### src/rtl/rxf_pkg.sv
package rxf_pkg;

  typedef enum logic [1:0] {
    ST_IDLE = 2'd0,
    ST_SKIP = 2'd1,
    ST_DATA = 2'd2
  } rxf_state_e;

  function automatic logic [7:0] width_bits(input logic [2:0] code);
    case (code)
      3'd0:    return 8'd8;
      3'd1:    return 8'd12;
      3'd2:    return 8'd16;
      3'd3:    return 8'd20;
      3'd4:    return 8'd24;
      3'd5:    return 8'd32;
      default: return 8'd0;
    endcase
  endfunction

  function automatic logic width_ok(input logic [2:0] code);
    return code <= 3'd5;
  endfunction

endpackage

### src/rtl/rxf_cfg_check.sv
module rxf_cfg_check #(
  parameter int BITS_W = 6
) (
  input  logic              dual,
  input  logic [2:0]        wcode1,
  input  logic [2:0]        wcode2,
  input  logic [1:0]        dly,
  input  logic [1:0]        order,
  output logic              bad,
  output logic [BITS_W-1:0] bits1,
  output logic [BITS_W-1:0] bits2,
  output logic              lsb1,
  output logic              lsb2
);
  import rxf_pkg::*;

  logic [7:0] b1_full, b2_full;

  always_comb begin
    b1_full = width_bits(wcode1);
    b2_full = width_bits(wcode2);
    bits1   = b1_full[BITS_W-1:0];
    bits2   = b2_full[BITS_W-1:0];
    bad     = !width_ok(wcode1) || (dual && !width_ok(wcode2)) || (dly == 2'd3);
    lsb1    = (order == 2'd1) && (wcode1 == 3'd0);
    lsb2    = (order == 2'd1) && (wcode2 == 3'd0);
  end

endmodule

### src/rtl/rxf_seq.sv
module rxf_seq #(
  parameter int CNT_W  = 7,
  parameter int BITS_W = 6
) (
  input  logic              clk,
  input  logic              rst,
  input  logic              fsync,
  input  logic              in_dual,
  input  logic [CNT_W-1:0]  in_cnt1,
  input  logic [CNT_W-1:0]  in_cnt2,
  input  logic [BITS_W-1:0] in_bits1,
  input  logic [BITS_W-1:0] in_bits2,
  input  logic              in_lsb1,
  input  logic              in_lsb2,
  input  logic [1:0]        in_dly,
  input  logic              in_ign,
  input  logic              in_bad,
  output logic              take,
  output logic              first,
  output logic              lsb_eff,
  output logic              last,
  output logic              ph_eff,
  output logic [CNT_W-1:0]  idx_eff,
  output logic              cfg_err,
  output logic              early_sync
);
  import rxf_pkg::*;

  rxf_state_e        st_q;
  logic [1:0]        skip_q;
  logic              ph_q;
  logic [CNT_W-1:0]  widx_q;
  logic [BITS_W-1:0] bcnt_q;
  logic              dual_q, lsb1_q, lsb2_q, ign_q;
  logic [CNT_W-1:0]  cnt1_q, cnt2_q;
  logic [BITS_W-1:0] bits1_q, bits2_q;
  logic              err_q, early_q;

  logic              accept, restart, start;
  logic [BITS_W-1:0] bcnt_eff, bits_eff;
  logic [CNT_W-1:0]  cnt_cur;

  assign accept  = fsync && !err_q && ((st_q == ST_IDLE) || !ign_q);
  assign restart = accept && (st_q != ST_IDLE);
  assign start   = accept && !in_bad;
  assign cnt_cur = ph_q ? cnt2_q : cnt1_q;

  always_comb begin
    take     = 1'b0;
    bcnt_eff = '0;
    if (start) begin
      take     = (in_dly == 2'd0);
      ph_eff   = 1'b0;
      idx_eff  = '0;
      bits_eff = in_bits1;
      lsb_eff  = in_lsb1;
    end else begin
      ph_eff   = ph_q;
      idx_eff  = widx_q;
      bits_eff = ph_q ? bits2_q : bits1_q;
      lsb_eff  = ph_q ? lsb2_q : lsb1_q;
      case (st_q)
        ST_SKIP: take = (skip_q == 2'd1);
        ST_DATA: begin
          take     = 1'b1;
          bcnt_eff = bcnt_q;
        end
        default: take = 1'b0;
      endcase
    end
    first = take && (bcnt_eff == '0);
    last  = take && (bcnt_eff == bits_eff - BITS_W'(1));
  end

  always_ff @(posedge clk) begin
    if (rst) begin
      st_q    <= ST_IDLE;
      skip_q  <= '0;
      ph_q    <= 1'b0;
      widx_q  <= '0;
      bcnt_q  <= '0;
      dual_q  <= 1'b0;
      lsb1_q  <= 1'b0;
      lsb2_q  <= 1'b0;
      ign_q   <= 1'b0;
      cnt1_q  <= '0;
      cnt2_q  <= '0;
      bits1_q <= '0;
      bits2_q <= '0;
      err_q   <= 1'b0;
      early_q <= 1'b0;
    end else if (accept && in_bad) begin
      err_q <= 1'b1;
      st_q  <= ST_IDLE;
      if (restart) early_q <= 1'b1;
    end else if (start) begin
      dual_q  <= in_dual;
      cnt1_q  <= in_cnt1;
      cnt2_q  <= in_cnt2;
      bits1_q <= in_bits1;
      bits2_q <= in_bits2;
      lsb1_q  <= in_lsb1;
      lsb2_q  <= in_lsb2;
      ign_q   <= in_ign;
      ph_q    <= 1'b0;
      widx_q  <= '0;
      if (restart) early_q <= 1'b1;
      if (in_dly == 2'd0) begin
        st_q   <= ST_DATA;
        bcnt_q <= BITS_W'(1);
      end else begin
        st_q   <= ST_SKIP;
        skip_q <= in_dly;
        bcnt_q <= '0;
      end
    end else begin
      case (st_q)
        ST_SKIP: begin
          if (skip_q == 2'd1) begin
            st_q   <= ST_DATA;
            bcnt_q <= BITS_W'(1);
          end else begin
            skip_q <= skip_q - 2'd1;
          end
        end
        ST_DATA: begin
          if (last) begin
            bcnt_q <= '0;
            if (widx_q == cnt_cur) begin
              widx_q <= '0;
              if (!ph_q && dual_q) ph_q <= 1'b1;
              else                 st_q <= ST_IDLE;
            end else begin
              widx_q <= widx_q + CNT_W'(1);
            end
          end else begin
            bcnt_q <= bcnt_q + BITS_W'(1);
          end
        end
        default: st_q <= ST_IDLE;
      endcase
    end
  end

  assign cfg_err    = err_q;
  assign early_sync = early_q;

endmodule

### src/rtl/rxf_shift.sv
module rxf_shift #(
  parameter int WORD_W = 32,
  parameter int BYTE_W = 8
) (
  input  logic              clk,
  input  logic              rst,
  input  logic              take,
  input  logic              first,
  input  logic              lsb,
  input  logic              sdata,
  output logic [WORD_W-1:0] nxt
);
  logic [WORD_W-1:0] sh_q;
  logic [WORD_W-1:0] base;

  always_comb begin
    base = first ? '0 : sh_q;
    if (lsb) begin
      nxt               = '0;
      nxt[BYTE_W-1]     = sdata;
      nxt[BYTE_W-2:0]   = base[BYTE_W-1:1];
    end else begin
      nxt = {base[WORD_W-2:0], sdata};
    end
  end

  always_ff @(posedge clk) begin
    if (rst)       sh_q <= '0;
    else if (take) sh_q <= nxt;
  end

endmodule

### src/rtl/serial_rx_framer.sv
module serial_rx_framer #(
  parameter int WORD_W = 32,
  parameter int CNT_W  = 7,
  parameter int BYTE_W = 8
) (
  input  logic              clk,
  input  logic              rst,
  input  logic              sdata,
  input  logic              fsync,
  input  logic              cfg_dual,
  input  logic [CNT_W-1:0]  cfg_cnt1,
  input  logic [2:0]        cfg_wcode1,
  input  logic [CNT_W-1:0]  cfg_cnt2,
  input  logic [2:0]        cfg_wcode2,
  input  logic [1:0]        cfg_delay,
  input  logic [1:0]        cfg_order,
  input  logic              cfg_ignore,
  output logic [WORD_W-1:0] word_data,
  output logic              word_vld,
  output logic [1:0]        word_phase,
  output logic [CNT_W-1:0]  word_idx,
  output logic              cfg_err,
  output logic              early_sync
);
  localparam int BITS_W = $clog2(WORD_W) + 1;

  logic              bad;
  logic [BITS_W-1:0] bits1, bits2;
  logic              lsb1, lsb2;
  logic              take, first, lsb_eff, last, ph_eff;
  logic [CNT_W-1:0]  idx_eff;
  logic [WORD_W-1:0] nxt;

  rxf_cfg_check #(.BITS_W(BITS_W)) u_cfg (
    .dual   (cfg_dual),
    .wcode1 (cfg_wcode1),
    .wcode2 (cfg_wcode2),
    .dly    (cfg_delay),
    .order  (cfg_order),
    .bad    (bad),
    .bits1  (bits1),
    .bits2  (bits2),
    .lsb1   (lsb1),
    .lsb2   (lsb2)
  );

  rxf_seq #(.CNT_W(CNT_W), .BITS_W(BITS_W)) u_seq (
    .clk        (clk),
    .rst        (rst),
    .fsync      (fsync),
    .in_dual    (cfg_dual),
    .in_cnt1    (cfg_cnt1),
    .in_cnt2    (cfg_cnt2),
    .in_bits1   (bits1),
    .in_bits2   (bits2),
    .in_lsb1    (lsb1),
    .in_lsb2    (lsb2),
    .in_dly     (cfg_delay),
    .in_ign     (cfg_ignore),
    .in_bad     (bad),
    .take       (take),
    .first      (first),
    .lsb_eff    (lsb_eff),
    .last       (last),
    .ph_eff     (ph_eff),
    .idx_eff    (idx_eff),
    .cfg_err    (cfg_err),
    .early_sync (early_sync)
  );

  rxf_shift #(.WORD_W(WORD_W), .BYTE_W(BYTE_W)) u_shift (
    .clk   (clk),
    .rst   (rst),
    .take  (take),
    .first (first),
    .lsb   (lsb_eff),
    .sdata (sdata),
    .nxt   (nxt)
  );

  always_ff @(posedge clk) begin
    if (rst) begin
      word_data  <= '0;
      word_vld   <= 1'b0;
      word_phase <= '0;
      word_idx   <= '0;
    end else begin
      word_vld <= last;
      if (last) begin
        word_data  <= nxt;
        word_phase <= {ph_eff, !ph_eff};
        word_idx   <= idx_eff;
      end
    end
  end

endmodule

### config.mk
export PLATFORM = sky130hd
export DESIGN_NAME = serial_rx_framer
export DESIGN_NICKNAME = d
export VERILOG_FILES = /design/src/rtl/rxf_pkg.sv /design/src/rtl/rxf_cfg_check.sv /design/src/rtl/rxf_seq.sv /design/src/rtl/rxf_shift.sv /design/src/rtl/serial_rx_framer.sv
export SDC_FILE = /design/constraint.sdc
export NUM_CORES = 1
export LEC_CHECK = 0
export BUFFER_PORTS_ARGS = -buffer_cell sky130_fd_sc_hd__buf_2
export CORE_MARGIN = 2
export CORE_UTILIZATION = 57
export CTS_CLUSTER_SIZE = 16
export DETAILED_ROUTE_END_ITERATION = 8
export PLACE_DENSITY_LB_ADDON = 0.05
export SLEW_MARGIN = 10
export SYNTH_ARGS = -nofsm -noshare
export SYNTH_HDL_FRONTEND = slang
export SYNTH_SLANG_ARGS = --single-unit
### constraint.sdc
create_clock -name clk -period 4 [get_ports clk]
set_input_delay 0.2 -clock clk [delete_from_list [all_inputs] [get_ports clk]]
set_output_delay 0.2 -clock clk [all_outputs]
set_load 0.05 [all_outputs]
==> results.ini, run 1 <==
[outcome]
status=finished, violations left
violations=DRC

[global_route]
grt_max_degree=72
grtUsageTotal=0.2626
grt_pass1_wl_mm=21.15
antenna_found_initial=0
grt_pass1_vias=4557
grt-ovfl-total=0

[synth]
yosysSeqAreaShare=0.4612
ys_warn_count=0
mappedNetlistArea_sq_um=5165
syn_inst=616
ys_types=54
synth_top_flop_cell=dfxtp_1
avgSynthCellArea_sq_um=8.385
syn-num-nets=653
synth_seq_cells=119
ys_async_sr_fraction=0
synth-edff-count=0

[power]
switching_share=0.2492
power_w=0.002920
leakagePower_nw=2.408
powerDensity_nw_per_um2=459.3
seqPwrFrac=0.416
comb_power_share=0.064
p_int_w=0.002192
power.switching_w=0.0007277
clockPowerShare=0.520
irDropWorstVdd_uv=316.1

[final_layout]
nets=732
drive_above_1_share=0.1907
antenna_cells=0
mostFrequentLayoutCells=dfxtp_1, nand2_1, a21oi_1, buf_2, nor2_1
area_growth_pct=23.11
final_core_util=0.7256
final_common_cell=dfxtp_1
fin_area_sq_um=6359

[critical_path]
start_kind=flip-flop
cp_data_required_time_ps=4420
cp-startpoint=u_seq.st_q[1]
worst-setup-path-type=flip-flop to flip-flop
reg2reg_slack_ps=400
end_kind=flip-flop
cp_slowest_cell=or4b_4
reg2reg_to=u_seq.widx_q[5]
critPathMaxFanout=5
critical_path.max_stage_delay_ps=540
endpoint=u_seq.widx_q[5]
crit_chain=inv_1 > ha_1 > nand2b_1 > nand4_1 > a211oi_1 > a21oi_1 > ha_1 > xor2_1 > nand3_1 > nor3_1 > or4b_4 > or4_4 > o311ai_2
path_common_cell=ha_1
rr_startpoint=u_seq.st_q[1]
arrival_ps=4020
ff2ff_path_depth=13

[floorplan]
core_sq_um=8763
die_y_um=99.19
rows=34
io-pin-count=74
dieArea_sq_um=9839
die_w_um=99.19
initial_utilization=0.5894

[placement]
numPortBuffers=73
placedInstanceArea_sq_um=5585
place_hpwl_mm=8.002
gp_congestion=0.8589

[drt]
wl_per_cell_um=15.63
wirelength_mm=12.75
drtIter0Drc=300
drtPass1Iterations=7
ant_nets=0
vias_per_cell=5.839
vias=4765
drc_errors=2

[sta]
maxSlewHeadroom=0.4360
rsz0062_at_grt=no
skew_ps=12.09
setup_violations=0
fmax_mhz=277.7
tightest_slew_ps=846.0
final_max_slew_viol_count=0
finalSetupTns_ps=0
min_period_ps=3601
finalCritPeriodShare=0.9003
final_hold_viol_count=0

[clocking]
cts.repair.resized=0
cts_sinks=119
cts_root_buffer=clkbuf_8
post_cts_buffers=0
cts.path.max_buffers=2
path_clk_slew_ps=60
cts_tree=built
numCtsBuffers=17
clk_latency_ps=520
cts_max_level=4

[job]
drv_cap=0

[min_path]
min_path_type=input pin to flip-flop

## metal layers
| metal | wire, um | GRT usage | vias to the layer above |
|---|---|---|---|
| met5 | 0 | 0 | - |
| met4 | 192 | 0.09484 | 0 |
| met3 | 814 | 0.06465 | 23 |
| met2 | 6114 | 0.4272 | 183 |
| met1 | 5634 | 0.3408 | 2229 |
| li1 | - | - | 2330 |
## per-stage QoR
| stage | cells | worst slack [ps] | hold slack [ps] |
|---|---|---|---|
| 2_1_floorplan | 616 | 254.6 | 336.0 |
| 3_3_place_gp | 766 | 608.4 | 435.7 |
| 3_5_place_dp | 766 | 499.0 | 441.0 |
| 4_1_cts | 816 | 417.6 | 8.064 |
| 5_1_grt | 816 | 110.4 | 14.68 |
| 6_report | 816 | 399.0 | 15.08 |
## synthesized netlist by cell type, drive strengths merged, types with 3 or more instances
| library cell | instances | area, sq um |
|---|---|---|
| nor3 | 6 | 30.03 |
| xnor2 | 11 | 96.34 |
| mux2 | 9 | 101.4 |
| inv | 12 | 45.04 |
| a31oi | 5 | 31.28 |
| o21ai | 9 | 45.04 |
| or4 | 4 | 33.78 |
| nand2b | 4 | 25.02 |
| and2 | 5 | 31.28 |
| a21oi | 73 | 365.4 |
| nor2b | 4 | 25.02 |
| xor2 | 3 | 26.28 |
| mux2i | 15 | 150.1 |
| nand4 | 4 | 25.02 |
| nand3b | 3 | 22.52 |
| nor4 | 5 | 37.53 |
| buf | 7 | 41.29 |
| ha | 7 | 87.58 |
| clkbuf | 35 | 131.4 |
| nor2 | 57 | 214.0 |
| a22oi | 31 | 237.7 |
| a211oi | 9 | 67.56 |
| o22ai | 3 | 18.77 |
| nand2 | 99 | 371.6 |
| nor3b | 4 | 30.03 |
| dfxtp | 119 | 2382 |
| nand3 | 46 | 230.2 |
## cell type report
class	instances	area, sq um
multi-input cells	443	2572
fillers	665	2405
flip-flops and latches	119	2382
repair buffers	102	630.6
clock buffers	18	427.9
clock inverters	14	165.2
well taps	108	135.1
inverters	12	45.04
## cell families (layout without fill, tap and decap cells)
logic type	Yosys count	after routing	synth area share
compound gates	147	147	0.1788
xor+xnor	14	14	0.02374
fa+ha+maj	7	7	0.01696
buf+inv	54	146	0.04215
flops	119	119	0.4612
mux	24	24	0.04869
simple gates	251	251	0.2284
## power groups by stage
stage	Combinational, W	Sequential [W]	Clock, W
2_1_floorplan	0.000118	0.00124	0
3_3_place_gp	0.000167	0.00124	0
3_5_place_dp	0.000170	0.00124	0
4_1_cts	0.000185	0.00121	0.00153
5_1_grt	0.000206	0.00122	0.00160
6_report	0.000188	0.00122	0.00152
## state kept, by name, summed over array words and instances, names as in the netlist
register and flops:
u_seq.dual_q 1, u_seq.ign_q 1, u_seq.cfg_err 1, u_seq.bits2_q 4, u_seq.st_q 2, u_seq.early_sync 1
u_seq.cnt2_q 7, u_seq.ph_q 1, u_seq.bcnt_q 6, u_seq.widx_q 7, u_seq.lsb1_q 1, u_seq.cnt1_q 7
word_data 32, u_shift.sh_q 31, u_seq.skip_q 2, word_phase 2, u_seq.lsb2_q 1, u_seq.bits1_q 4
word_vld 1, word_idx 7
## worst min path at each step
stage	start	endpoint	depth (start not counted)	slack, ps
final	cfg_delay[1]	u_seq.skip_q[1]	3	20
after global routing	cfg_delay[1]	u_seq.skip_q[1]	3	10
after CTS	cfg_delay[1]	u_seq.skip_q[1]	3	8
after detailed placement	word_data[13]	word_data[13]	2	440
after global placement	word_idx[5]	word_idx[5]	2	440
after floorplan	cfg_cnt1[0]	u_seq.cnt1_q[0]	2	340
## worst max-delay path, delay by kind of cell, from the launching register on
family / cells / cell delay [ps]
xor gates and xnor gates: 1 / 140
and+or+nand+nor: 6 / 1720
DFF: 1 / 340
AOI/OAI and AO/OA: 3 / 750
buffers and inverters: 1 / 90
adders and majority gates: 2 / 460
## timing repair
item / CTS / global route
endpoints found under the setup margin: 0 / 0
hold endpoints to repair: 18 / 0
hold buffers: 18 / 0
Power figures use the tool's default switching activity.
==> inputs of run 2 (changes only) <==
Settings changed: CORE_MARGIN 2 to 8.
==> run 2 against run 1 <==
The run now ends clean. Routed wire length up 1.0%. Worst setup slack gained 54 ps. Total power is 0.93% lower. Critical path depth stayed put. Maximum frequency increased by 1.5%. First-iteration DRC count grew 0.67%. Design area is 0.16% higher. Sequential share of layout area decreased by 0.059 points.
==> results.ini, run 2 (synthesis results as in run 1) <==
[job]
drv_cap=0

[final_layout]
largest-register=word_data
mostFrequentLayoutCells=dfxtp_1, nand2_1, a21oi_1, buf_2, nor2_1
final_common_cell=dfxtp_1
nets=734
reg_top3=word_data (32), u_shift.sh_q (31)
largest_reg_flops=32
drive_above_1_share=0.1915
area_growth_pct=23.30

[clocking]
post_cts_buffers=0
path_clk_slew_ps=60
cts_tree=built
cts_sinks=119
cts_max_level=4
cts_root_buffer=clkbuf_8
clk_latency_ps=510
cts.path.max_buffers=2
numCtsBuffers=17

[drt]
wl_per_cell_um=15.73
ant_nets=0
vias_per_cell=5.717
drc_errors=0
drtIter0Drc=302
drtPass1Iterations=6
wirelength_mm=12.89
vias=4682

[global_route]
antenna_found_initial=1
grt_max_degree=64
grt_pass1_wl_mm=21.89
grt_pass1_vias=4676
grtUsageTotal=0.2100
grt-ovfl-total=0

[placement]
gp_congestion=0.8489
numPortBuffers=73
place_hpwl_mm=8.500

[critical_path]
arrival_ps=3960
critPathMaxFanout=35
end_kind=flip-flop
cp_data_required_time_ps=4410
worst-setup-path-type=flip-flop to flip-flop
crit_chain=inv_1 > ha_1 > nand2b_1 > and4_4 > nor2_1 > nor2_1 > ha_1 > xor2_1 > nand3_1 > nor3_1 > or4b_4 > or4_4 > o311ai_2
critical_path.max_stage_delay_ps=530
start_kind=flip-flop
cp_slowest_cell=or4b_4

[floorplan]
dieArea_sq_um=12360
rows=34
io-pin-count=74
core_sq_um=8763
die_y_um=111.2
die_w_um=111.2
initial_utilization=0.5894

[sta]
maxSlewHeadroom=0.4441
setup_violations=0
final_max_slew_viol_count=0
rsz0062_at_grt=no
final_hold_viol_count=0
finalSetupTns_ps=0
hold_slack_ps=52.84
fmax_mhz=281.9
skew_ps=9.384
min_period_ps=3547
tightest_slew_ps=833.8
finalCritPeriodShare=0.8867

[power]
leakagePower_nw=2.409
powerDensity_nw_per_um2=454.3
irDropWorstVdd_uv=297.2

[min_path]
min_path_type=input pin to flip-flop

[outcome]
status=finished, final reports clean

run 2: cell count changes in the layout (fill, tap and decap cells not counted), sizes merged:
cell / previous run / this run
clkinvlp: 1 / 2
buf: 84 / 85
clkbuf: 18 / 17
diode: 0 / 1
clkinv: 4 / 5
inv: 19 / 18
dlygate4sd3: 18 / 19
run 2: routing by layer:
metal	global-route usage	vias up	routed length, um
met2	0.3465	150	6316
met4	0.07556	0	158
li1	-	2340	-
met1	0.2577	2180	5557
met3	0.05303	12	854
met5	0	-	0
run 2: report_power, final:
part | internal [W] | switching (W) | total (W)
clock network | 0.000902 | 0.000589 | 0.00149
registers | 0.00120 | 0.0000110 | 0.00121
logic | 0.0000701 | 0.000119 | 0.000189
total | 0.00217 | 0.000718 | 0.00289
run 2: cell type report:
class / count / area [sq um]
multi-input combinational: 443 / 2572
fill: 693 / 2395
sequential: 119 / 2382
timing repair buffer: 104 / 648.1
clock buffer: 17 / 414.1
clock inverter: 15 / 168.9
tap: 108 / 135.1
inverter: 12 / 45.04
antenna: 1 / 2.502
run 2: through the flow:
| stage | power (W) | utilization | instance area, sq um | std cells | worst slack, ps |
|---|---|---|---|---|---|
| after floorplan | 0.001358 | - | 5165 | 616 | 254.6 |
| after global placement | 0.001408 | 0.6382 | 5593 | 767 | 604.7 |
| after detailed placement | 0.001412 | 0.6382 | 5593 | 767 | 498.4 |
| after CTS | 0.002917 | 0.7264 | 6366 | 818 | 459.2 |
| after global routing | 0.002997 | 0.7267 | 6369 | 819 | 195.0 |
| final | 0.002893 | 0.7267 | 6369 | 819 | 453.1 |
run 2: critical path, delay by kind of cell, from the launching register on:
| kind | cells | cell delay (ps) |
|---|---|---|
| AND/OR/NAND/NOR | 8 | 2190 |
| adder cells (fa/ha/maj) | 2 | 410 |
| flip-flops | 1 | 340 |
| AO/OA/AOI/OAI | 1 | 270 |
| XOR/XNOR | 1 | 130 |
| buffers and inverters | 1 | 90 |
run 2: worst paths after layout:
| path | startpoint | endpoint | slack [ps] | cells past startpoint |
|---|---|---|---|---|
| setup / recovery | u_seq.st_q[1] | u_seq.widx_q[5] | 450 | 13 |
| hold / removal | cfg_wcode2[2] | u_seq.bits2_q[2] | 50 | 3 |
| setup reg to reg | u_seq.st_q[1] | u_seq.widx_q[5] | 450 | 13 |
| hold reg to reg | word_data[26] | word_data[26] | 450 | 2 |
run 2: repair_timing:
item                                   in CTS  in global routing
resized for setup                           0                  0
endpoints found under the hold margin      19                  0
hold buffers                               19                  0
==> inputs of run 3 (changes only) <==
Settings changed: CORE_UTILIZATION 57 to 58, RECOVER_POWER from default to 25, SYNTH_HIERARCHICAL from default to 1.
==> run 3 against run 2 <==
Worst hold slack got worse by 22 ps. First-iteration DRC count is 10% higher. Routed wire length grew 7.2%. Critical path type unchanged. Sequential share of layout area fell by 3.2 points. Synthesized area rose by 18%. Register-to-register slack barely moved. Highest routed layer unchanged. Via count up 7.1%. Global-route usage down 0.76 points. Critical path depth is 3 higher.
==> results.ini, run 3 <==
[power]
seqPwrFrac=0.411
power.switching_w=0.0007142
clockPowerShare=0.507
p_int_w=0.002354
switching_share=0.2328
comb_power_share=0.082
irDropWorstVdd_uv=378.7
leakagePower_nw=2.532
power_w=0.003068
powerDensity_nw_per_um2=426.5

[sta]
setup_violations=0
hold_slack_ps=30.66
skew_ps=8.534
final_max_slew_viol_count=0
fmax_mhz=281.3
min_period_ps=3555
finalCritPeriodShare=0.8887
final_hold_viol_count=0
finalSetupTns_ps=0
tightest_slew_ps=711.2
rsz0062_at_grt=no
maxSlewHeadroom=0.5258

[placement]
place_hpwl_mm=9.068
dp_cells=861
gp_congestion=0.8620
numPortBuffers=73

[critical_path]
crit_chain=inv_1 > ha_1 > nand2b_1 > nand3_1 > nand2_1 > o21ai_0 > ha_1 > nor3b_1 > xor2_1 > or4_1 > o31ai_1 > o21ai_2 > inv_2 > buf_4 > mux2i_1 > nor2_1
start_kind=flip-flop
reg2reg_slack_ps=450
cp_data_required_time_ps=4400
reg2reg_to=word_data[10]
ff2ff_path_depth=16
cp-startpoint=u_seq/st_q[0]
critPathMaxFanout=23
worst-setup-path-type=flip-flop to flip-flop
arrival_ps=3950
path_delay_family=simple AND/OR/NAND/NOR gates
rr_startpoint=u_seq/st_q[0]
path_common_cell=ha_1
cp_slowest_cell=or4_1
critPathBufInv=3
end_kind=flip-flop
critical_path.max_stage_delay_ps=440

[floorplan]
rows=37
initial_utilization=0.5918
die_w_um=118.4
die_y_um=118.4
core_sq_um=10280
dieArea_sq_um=14020
io-pin-count=74

[final_layout]
antenna_cells=0
nets=802
drive_above_1_share=0.1144
mostFrequentLayoutCells=dfxtp_1, nand2_1, nor2_1
reg_top3=word_data (32), u_shift/sh_q (31)
stdcell_count=914
final_common_cell=dfxtp_1
area_growth_pct=18.27
largest-register=word_data
largest_reg_flops=32

[synth]
yosysSeqAreaShare=0.4049
synthTopCellsByArea=dfxtp_1, mux2i_1, nand2_1
synth_area_leader_cell=dfxtp_1
ys_warn_count=6
yosys.area.top_type_share=0.4049
synth_most_common_cell=dfxtp_1
ys_async_sr_fraction=0
syn_inst=687
avgSynthCellArea_sq_um=8.853
mappedNetlistArea_sq_um=6082
synth-edff-count=0
ys_types=60
synth_top_flop_cell=dfxtp_1
yosys-top-cells-count=dfxtp_1, nand2_1, nor2_1
synth_seq_cells=123

[job]
drv_cap=0

[clocking]
cts_max_level=4
cts_sinks=123
numCtsBuffers=17
path_clk_slew_ps=60
cts.path.max_buffers=2
cts_tree=built
cts_root_buffer=clkbuf_8
clk_latency_ps=530
cts.repair.resized=0

[drt]
wl_per_cell_um=15.11
ant_nets=0
wirelength_mm=13.81
drtIter0Drc=333
drtPass1Iterations=4
vias_per_cell=5.488
vias=5016
drc_errors=0

[global_route]
antenna_found_initial=0
grt_pass1_vias=5142
grt-ovfl-total=0
grtUsageTotal=0.2024
grt_max_degree=66
grt_pass1_wl_mm=23.67

[outcome]
status=finished, final reports clean

[min_path]
whs_path_depth=4
whs_endpoint=u_seq/bits2_q[2]
min_path_type=input pin to flip-flop
hp-start=cfg_wcode2[2]

## run 3: changes by cell type after synthesis, sizes merged, moves of 13 or more
| cell | before | now |
|---|---|---|
| a22oi | 31 | 2 |
| and2 | 5 | 32 |
| buf | 7 | 24 |
| mux2i | 15 | 65 |
| nand2 | 99 | 86 |
| nand2b | 4 | 31 |
| nand3 | 46 | 2 |
| nand4bb | 0 | 23 |
| nor2 | 57 | 70 |
## run 3: worst max path at each step
stage | to | slack, ps | depth (start not counted)
floorplan | word_data[0] | 200 | 16
global placement | word_data[12] | 630 | 16
detailed placement | word_idx[3] | 520 | 13
CTS | word_data[10] | 480 | 13
global route | word_data[18] | 130 | 13
finish | word_data[10] | 450 | 16
## run 3: routing by layer
metal | GRT usage | wire, um | share of wire | vias to the layer above
met1 | 0.2297 | 6219 | 0.45 | 2350
li1 | - | - | - | 2527
met3 | 0.06854 | 787 | 0.057 | 11
met2 | 0.3456 | 6684 | 0.48 | 128
met5 | 0 | 0 | 0 | -
met4 | 0.07747 | 119 | 0.0086 | 0
## run 3: area by class of cell
type,instances,area (sq um)
sequential,123,2462
clock buffer,22,473.0
clock inverter,10,137.6
multi-input combinational,510,3309
timing repair buffer,105,610.6
inverter,8,30.03
tap,136,170.2
fill,843,3084
## run 3: repair_timing
item	CTS	global route
hold endpoints to repair	22	0
setup buffers	0	0
hold buffers	21	0
## run 3: metrics by stage
step | setup slack, ps | utilization | area, sq um
global route | 131.9 | 0.6999 | 7193
finish | 445.3 | 0.6999 | 7193
CTS | 475.7 | 0.7048 | 7243
global placement | 627.0 | 0.6249 | 6422
floorplan | 204.0 | - | 6093
detailed placement | 516.6 | 0.6249 | 6422
## run 3: cells by family after synthesis
group | Yosys count | synth area share
other | 1 | 0.0006166
adder cells (fa/ha/maj) | 7 | 0.01440
buffers and inverters | 57 | 0.05452
multiplexers | 67 | 0.1119
AND/OR/NAND/NOR | 298 | 0.2644
XOR/XNOR | 20 | 0.02880
AO/OA/AOI/OAI | 114 | 0.1206
flip-flops | 123 | 0.4049
## run 3: worst register-to-register path, cell delays in order (launching register included)
cell and delay (ps):
dfxtp_1 370, inv_1 80, ha_1 230, nand2b_1 220, nand3_1 180, nand2_1 70, o21ai_0 110, ha_1 270
nor3b_1 280, xor2_1 110, or4_1 440, o31ai_1 130, o21ai_2 200, inv_2 100, buf_4 330, mux2i_1 250
nor2_1 60
## run 3: power groups by stage
| stage | Sequential (W) | Clock (W) | Combinational, W |
|---|---|---|---|
| CTS | 0.00126 | 0.00159 | 0.000249 |
| detailed placement | 0.00129 | 0 | 0.000232 |
| floorplan | 0.00129 | 0 | 0.000169 |
| global placement | 0.00129 | 0 | 0.000225 |
| global route | 0.00126 | 0.00165 | 0.000276 |
| finish | 0.00126 | 0.00156 | 0.000250 |
